File: config.mk
export PLATFORM = sky130hd
export DESIGN_NAME = mbx_duplex
export DESIGN_NICKNAME = d
export VERILOG_FILES = /design/src/rtl/mbx_pkg.sv /design/src/rtl/mbx_decode.sv /design/src/rtl/mbx_inbound.sv /design/src/rtl/mbx_outbound.sv /design/src/rtl/mbx_duplex.sv
export SDC_FILE = /design/constraint.sdc
export NUM_CORES = 1
export LEC_CHECK = 0
export ABC_AREA = 1
export BUFFER_PORTS_ARGS = -buffer_cell sky130_fd_sc_hd__buf_4
export CORE_MARGIN = 10
export CORE_UTILIZATION = 50
export CTS_BUF_LIST = sky130_fd_sc_hd__clkbuf_16
export CTS_CLUSTER_DIAMETER = 150
export CTS_CLUSTER_SIZE = 30
export DETAILED_ROUTE_END_ITERATION = 8
export PLACE_DENSITY = 0.79
export SYNTH_ARGS = -nofsm -noshare
export SYNTH_HDL_FRONTEND = slang
export SYNTH_SLANG_ARGS = --single-unit
File: constraint.sdc
create_clock -name clk -period 1.25 [get_ports clk]
set_clock_uncertainty 0.1 [all_clocks]
set_input_delay 0.0625 -clock clk [delete_from_list [all_inputs] [get_ports clk]]
set_output_delay 0.0625 -clock clk [all_outputs]
set_load 0.02 [all_outputs]
File: src/rtl/mbx_pkg.sv
// Package: shared register-slot encoding for the duplex mailbox.
// Assumes: register index is byte offset bits 2..1 (halfword aligned).
package mbx_pkg;
    typedef enum logic [1:0] {
        SLOT_IN_HI  = 2'd0,
        SLOT_IN_LO  = 2'd1,
        SLOT_OUT_HI = 2'd2,
        SLOT_OUT_LO = 2'd3
    } slot_e;
endpackage

File: src/rtl/mbx_decode.sv
// Module: mbx_decode
// Turns host strobes and offset into per-register enables.
// Assumes: one bus operation per cycle; offset bit 0 is ignored.
module mbx_decode
    import mbx_pkg::*;
(
    input  logic       host_wr,
    input  logic       host_rd,
    input  logic [2:0] host_addr,
    output slot_e      slot,
    output logic       wr_in_hi,
    output logic       wr_in_lo,
    output logic       rd_out_lo
);
    // Decode the halfword slot and the enables that act on state.
    always_comb begin
        slot      = slot_e'(host_addr[2:1]);
        wr_in_hi  = host_wr && (slot == SLOT_IN_HI);
        wr_in_lo  = host_wr && (slot == SLOT_IN_LO);
        rd_out_lo = host_rd && (slot == SLOT_OUT_LO);
    end
endmodule

File: src/rtl/mbx_inbound.sv
// Module: mbx_inbound
// Host-to-coprocessor slot. Holds both halfwords; the flag is bit HALF_W-1
// of the high half. A high write beats a same-cycle take.
// Assumes: host writes the low half before the high half.
module mbx_inbound #(
    parameter int HALF_W = 16
) (
    input  logic              clk,
    input  logic              rst_n,
    input  logic              wr_hi,
    input  logic              wr_lo,
    input  logic [HALF_W-1:0] wdata,
    input  logic              take,
    output logic [HALF_W-1:0] hi_q,
    output logic [HALF_W-1:0] lo_q
);
    localparam int FLAG = HALF_W - 1;

    // Low halfword register: host writes only.
    always_ff @(posedge clk) begin
        if (!rst_n)     lo_q <= '0;
        else if (wr_lo) lo_q <= wdata;
    end

    // High halfword register: host write wins, else take clears the flag.
    always_ff @(posedge clk) begin
        if (!rst_n)      hi_q <= '0;
        else if (wr_hi)  hi_q <= wdata;
        else if (take)   hi_q[FLAG] <= 1'b0;
    end
endmodule

File: src/rtl/mbx_outbound.sv
// Module: mbx_outbound
// Coprocessor-to-host slot. A post is taken only while the slot is empty;
// a host read of the low half empties it.
// Assumes: post is a one-cycle strobe gated by the ready output.
module mbx_outbound #(
    parameter int HALF_W = 16,
    localparam int PAY_W = 2 * HALF_W - 1
) (
    input  logic             clk,
    input  logic             rst_n,
    input  logic             post,
    input  logic [PAY_W-1:0] post_data,
    input  logic             rd_lo,
    output logic             full,
    output logic [PAY_W-1:0] data_q
);
    logic accept;

    // A post is accepted only into an empty slot.
    always_comb accept = post && !full;

    // Payload register: loads on an accepted post.
    always_ff @(posedge clk) begin
        if (!rst_n)      data_q <= '0;
        else if (accept) data_q <= post_data;
    end

    // Full flag: set by an accepted post, cleared by a low-half read.
    always_ff @(posedge clk) begin
        if (!rst_n)      full <= 1'b0;
        else if (accept) full <= 1'b1;
        else if (rd_lo)  full <= 1'b0;
    end
endmodule

File: src/rtl/mbx_duplex.sv
// Module: mbx_duplex (top)
// Two 31-bit mailboxes behind four big-endian halfword registers.
// Assumes: single-cycle host strobes; outbound offsets are read-only.
module mbx_duplex
    import mbx_pkg::*;
#(
    parameter int HALF_W = 16,
    localparam int PAY_W = 2 * HALF_W - 1
) (
    input  logic              clk,
    input  logic              rst_n,
    input  logic              host_wr,
    input  logic              host_rd,
    input  logic [2:0]        host_addr,
    input  logic [HALF_W-1:0] host_wdata,
    output logic [HALF_W-1:0] host_rdata,
    output logic              cp_in_valid,
    output logic [PAY_W-1:0]  cp_in_data,
    input  logic              cp_in_take,
    input  logic              cp_out_post,
    input  logic [PAY_W-1:0]  cp_out_post_data,
    output logic              cp_out_ready
);
    slot_e             slot;
    logic              wr_in_hi, wr_in_lo, rd_out_lo;
    logic [HALF_W-1:0] in_hi, in_lo;
    logic              out_full;
    logic [PAY_W-1:0]  out_data;

    mbx_decode dec_i (
        .host_wr   (host_wr),
        .host_rd   (host_rd),
        .host_addr (host_addr),
        .slot      (slot),
        .wr_in_hi  (wr_in_hi),
        .wr_in_lo  (wr_in_lo),
        .rd_out_lo (rd_out_lo)
    );

    mbx_inbound #(.HALF_W(HALF_W)) in_i (
        .clk   (clk),
        .rst_n (rst_n),
        .wr_hi (wr_in_hi),
        .wr_lo (wr_in_lo),
        .wdata (host_wdata),
        .take  (cp_in_take),
        .hi_q  (in_hi),
        .lo_q  (in_lo)
    );

    mbx_outbound #(.HALF_W(HALF_W)) out_i (
        .clk       (clk),
        .rst_n     (rst_n),
        .post      (cp_out_post),
        .post_data (cp_out_post_data),
        .rd_lo     (rd_out_lo),
        .full      (out_full),
        .data_q    (out_data)
    );

    // Coprocessor-side view of both slots.
    always_comb begin
        cp_in_valid  = in_hi[HALF_W-1];
        cp_in_data   = {in_hi[HALF_W-2:0], in_lo};
        cp_out_ready = !out_full;
    end

    // Host read multiplexer over the four halfword registers.
    always_comb begin
        unique case (slot)
            SLOT_IN_HI:  host_rdata = in_hi;
            SLOT_IN_LO:  host_rdata = in_lo;
            SLOT_OUT_HI: host_rdata = {out_full, out_data[PAY_W-1:HALF_W]};
            default:     host_rdata = out_data[HALF_W-1:0];
        endcase
    end
endmodule

Word-level counts from Yosys, hierarchy flattened
Cells that the tools add are included.
{"block": "word_totals", "regBits": 64, "input_bits": 56, "elab_cells": 21, "output_inout_bits": 49}
{"block": "op_classes", "mux": 5, "eq_ne": 3, "n_reduce_logical": 8}
{"cell": "16-bit case mux with 3 select lines", "n": 1}
{"cell": "2-bit equality test (second input constant)", "n": 2}
{"cell": "1-bit logical AND", "n": 4}
{"cell": "1-bit two-way mux", "n": 4}
{"cell": "2-bit nonzero test", "n": 2}
{"cell": "2-bit by 1-bit equality test with 1-bit output (second input constant)", "n": 1}
{"cell": "2-bit zero test", "n": 1}
{"cell": "1-bit zero test", "n": 1}

Depth between registers and ports, before layout
{"block": "depth", "word_depth": 4, "depth_mapped": 7, "mapped_depth_nobuf": 5}

By module
A second synthesis with hierarchy kept.
{"block": "unflattened", "hier_cells": 451, "area_unflattened_um2": 3065.4}
{"module": "mbx_outbound", "seq_area_each_um2": 640.6, "area_each_um2": 1386.3, "cells_per_inst": 207, "n_inst": 1}
{"module": "mbx_inbound", "seq_area_each_um2": 640.6, "area_each_um2": 1109.8, "cells_per_inst": 140, "n_inst": 1}
{"module": "mbx_duplex", "seq_area_each_um2": 0.0, "area_each_um2": 528.0, "cells_per_inst": 95, "n_inst": 1}
{"module": "mbx_decode", "seq_area_each_um2": 0.0, "area_each_um2": 41.3, "cells_per_inst": 9, "n_inst": 1}

Least setup slack after synthesis
OpenSTA, ideal clock, no wires.
{"block": "synth_timing", "kind": "reg-to-reg", "from": "register out_i.full", "to": "register out_i.data_q[0]", "required_time_ns": 1.034, "setup_ns": 0.116, "stages_incl_launch_ff": 7, "arrival_ns": 0.886, "path_buffers": 1, "setup_slack_ns": 0.148, "synth_period_minus_slack_ns": 1.102, "cell_sequence": "dfxtp_1 -> inv_2 -> nand2_1 -> inv_1 -> buf_2 -> nor2_1 -> nor2_1"}
{"block": "synth_between", "elab_chain_len": 2}
{"element": "start, declared", "line": "mbx_outbound.sv:14", "source": "output logic full,"}
{"element": "start signal, assigned", "line": "mbx_outbound.sv:30", "source": "if (!rst_n) full <= 1'b0;"}
{"element": "start signal, assigned", "line": "mbx_outbound.sv:31", "source": "else if (accept) full <= 1'b1;"}
{"element": "start signal, assigned", "line": "mbx_outbound.sv:32", "source": "else if (rd_lo) full <= 1'b0;"}
{"element": "1-bit zero test"}
{"element": "named net cp_out_ready", "line": "mbx_duplex.sv:22", "source": "output logic cp_out_ready"}
{"element": "1-bit logical AND", "line": "mbx_outbound.sv:20", "source": "always_comb accept = post && !full;"}
{"element": "end signal, assigned", "line": "mbx_outbound.sv:25", "source": "else if (accept) data_q <= post_data;"}
{"element": "end, declared", "line": "mbx_outbound.sv:15", "source": "output logic [PAY_W-1:0] data_q"}
The timed path passes the listed nets, and every way through them passes these cells.
A chain may end at the register's enable or synchronous reset.

Final worst setup path
{"block": "layout_timing", "from": "register in_i.lo_q[2]", "to": "output port host_rdata[2]"}
{"block": "layout_between", "elab_chain_len": 1}
{"element": "start, declared", "line": "mbx_inbound.sv:15", "source": "output logic [HALF_W-1:0] lo_q"}
{"element": "start signal, assigned", "line": "mbx_inbound.sv:22", "source": "else if (wr_lo) lo_q <= wdata;"}
{"element": "16-bit case mux with 3 select lines", "line": "mbx_duplex.sv:70", "source": "unique case (slot)"}
{"element": "end, declared", "line": "mbx_duplex.sv:16", "source": "output logic [HALF_W-1:0] host_rdata,"}
No other way between the ends.

==> flow_summary.json <==
{
  "dp_hpwl_mm": 6.62,
  "clk_pin_slew_ns": 0.05,
  "synth_area_um2": 3000,
  "drc": 0,
  "cts.htree.levels": 3,
  "ys_ff_latch": 64,
  "clk_latency_ns": 0.32,
  "nets": 640,
  "drv_cap": 0,
  "vias_per_cell": 5.00,
  "cts-buffers-inserted": 9,
  "worstPathRequired_ns": 1.09,
  "synthDistinctLibCells": 21,
  "synth_top_family_by_area": "simple AND/OR/NAND/NOR gates",
  "holdCritStartpoint": "rst_n",
  "worst-r2r-setup-slack_ns": 0.09,
  "grt_max_degree": 49,
  "r2r_start": "out_i.full",
  "final_common_cell": "buf_4",
  "cts.sinks": 64,
  "wl_per_cell_um": 14.6,
  "critPathSlowestCell": "dfxtp_2",
  "synthXorXnorAreaFrac": 0,
  "synth_warnings": 0,
  "yosys.area.top_type_share": 0.428,
  "power.density_nw_per_um2": 1250,
  "port_buffers": 103,
  "dp.cells": 599,
  "grt-ovfl-total": 0,
  "core_um2": 5890,
  "finalNonFillerCells": 665,
  "fp.dieW_um": 97.4,
  "num_io_pins": 105,
  "dieArea_um2": 9490,
  "power_mw": 5.72,
  "syn_nets": 500,
  "postCtsSetupBuffers": 0,
  "rsz0062_at_grt": "true",
  "antenna_found_initial": 1,
  "clock.fmax_ghz": 0.814,
  "yosysTopAreaCell": "dfxtp_1",
  "worst_hold_slack_ns": 0.0748,
  "gp_congestion": 0.837,
  "dieHeight_um": 97.4,
  "cts_buffer_depth": 2,
  "grt_use_total": 0.199,
  "num_vias": 3327,
  "grt_pass1_vias": 3181,
  "synthAdderAreaFrac": 0,
  "cp_cell_sequence": "nand3_1 > nand4_1 > buf_4",
  "cp-start-kind": "flip-flop",
  "final_util": 0.776,
  "synth_seq_area_share": 0.428,
  "r2r_cells": 5,
  "min_period_ns": 1.23,
  "grt_pass1_wl_mm": 15.8,
  "ir_worst_vdd_mv": 0.814,
  "holdPathStages": 3,
  "syn2layout_area_growth_pct": 52.4,
  "syn_avg_cell_area_um2": 6.75,
  "cts_root_buf": "clkbuf_16",
  "routed_wl_mm": 9.70,
  "synth_area_leaders": "dfxtp_1 (43%), nor2_1 (14%), nand3_1 (11%)",
  "cp_num_buf_inv": 1,
  "layout-drive-gt1-share": 0.246,
  "leakagePower_nw": 2.21,
  "slew_headroom": 0.725,
  "drv_slew": 0,
  "synthCells": 444,
  "critPathKind": "reg -> out",
  "hold_viol": 0,
  "num_rows": 28,
  "cp-end-kind": "primary output",
  "tightest_slew_ns": 0.413,
  "synth_mux_area_frac": 0,
  "synth-simple-area-share": 0.373,
  "status": "finished, final reports clean",
  "r2r_end": "out_i.data_q[4]",
  "setup_violations": 0,
  "hp-class": "in -> reg",
  "antenna_left": 0,
  "dr.pass1.iters": 5,
  "timing.final.crit_share": 0.982,
  "cp_top_family": "flip-flops",
  "whs_endpoint": "in_i.hi_q[6]",
  "arrival_ns": 1.07,
  "start_util": 0.509,
  "synth-compound-area-share": 0.0848,
  "drt_iter0_drc": 236,
  "tritoncts": "built",
  "layout_common_cells": "buf_4 (113), nor2_1 (111), nand2_1 (66)",
  "worst-path-max-fanout": 3,
  "slowest_delay_ns": 0.34
}
worst min-delay path, delay by kind of cell:
| family | cells | cell delay [ns] |
|---|---|---|
| buffers and inverters | 1 | 0.24 |
| AND/OR/NAND/NOR | 2 | 0.14 |
cells in the mapped netlist:
| master | instances |
|---|---|
| a21boi_0 | 1 |
| nor2_1 | 111 |
| buf_4 | 2 |
| buf_6 | 4 |
| a21oi_1 | 13 |
| nand2_1 | 66 |
| inv_4 | 1 |
| nand4_1 | 16 |
| nand3_1 | 65 |
| nor2_4 | 1 |
| inv_1 | 35 |
| buf_8 | 1 |
| o21ai_1 | 4 |
| o21ai_0 | 27 |
| buf_2 | 16 |
| buf_1 | 1 |
| nand3_4 | 1 |
| a21oi_2 | 3 |
| dfxtp_1 | 64 |
| inv_2 | 1 |
| clkbuf_1 | 11 |
registers in the layout (all words and copies together) (netlist names):
name	cells
out_i.full	1
in_i.lo_q	16
out_i.data_q	31
in_i.hi_q	16
where the power goes:
part	total [mW]	internal, mW	switching (mW)
Clock	2.33	1.50	0.828
Sequential	2.30	2.19	0.106
Combinational	1.09	0.514	0.572
worst max path at each step:
stage	start	endpoint	slack [ns]	cells after the start
2_1_floorplan	out_i.full	out_i.data_q[0]	0.15	6
3_3_place_gp	out_i.full	out_i.data_q[23]	0.1	5
3_5_place_dp	out_i.full	out_i.data_q[23]	0.08	5
4_1_cts	in_i.lo_q[14]	host_rdata[14]	0.01	3
5_1_grt	in_i.lo_q[2]	host_rdata[2]	-0.03	3
6_report	in_i.lo_q[2]	host_rdata[2]	0.02	3
layout make-up:
type | count | area (um2)
diodes | 1 | 2.50
multi-input cells | 308 | 1370
flip-flops and latches | 64 | 1290
clock buffers | 9 | 225
well taps | 75 | 93.8
clock inverters | 7 | 55.1
repair buffers | 164 | 1380
fillers | 427 | 1320
inverters | 37 | 141
kinds of logic (layout without fill, tap and decap cells):
| kind of cell | Yosys count | in the layout |
|---|---|---|
| simple gates | 260 | 260 |
| buf+inv | 72 | 217 |
| flops | 64 | 64 |
| compound gates | 48 | 48 |
| other cells | 0 | 1 |
per-stage QoR:
step / cell area (um2) / TNS (ns) / worst slack, ns
after detailed placement: 3780 / 0 / 0.0795
after global placement: 3780 / 0 / 0.0967
after floorplan: 3000 / 0 / 0.148
final: 4560 / 0 / 0.0222
after CTS: 4550 / 0 / 0.0100
after global routing: 4560 / -0.0271 / -0.0271
metal layers:
layer / part of all wire / GRT usage
met3: 0.077 / 0.0462
met1: 0.41 / 0.237
met5: 0 / 0
met4: 0.027 / 0.106
met2: 0.49 / 0.323
what timing repair did:
item	CTS	global route
hold buffers	49	0
setup endpoints to repair	1	13
hold endpoints to repair	62	0
gates cloned	0	0
pin swaps	0	5
resized for setup	1	11
No activity file was read; power rests on OpenSTA's default activity.
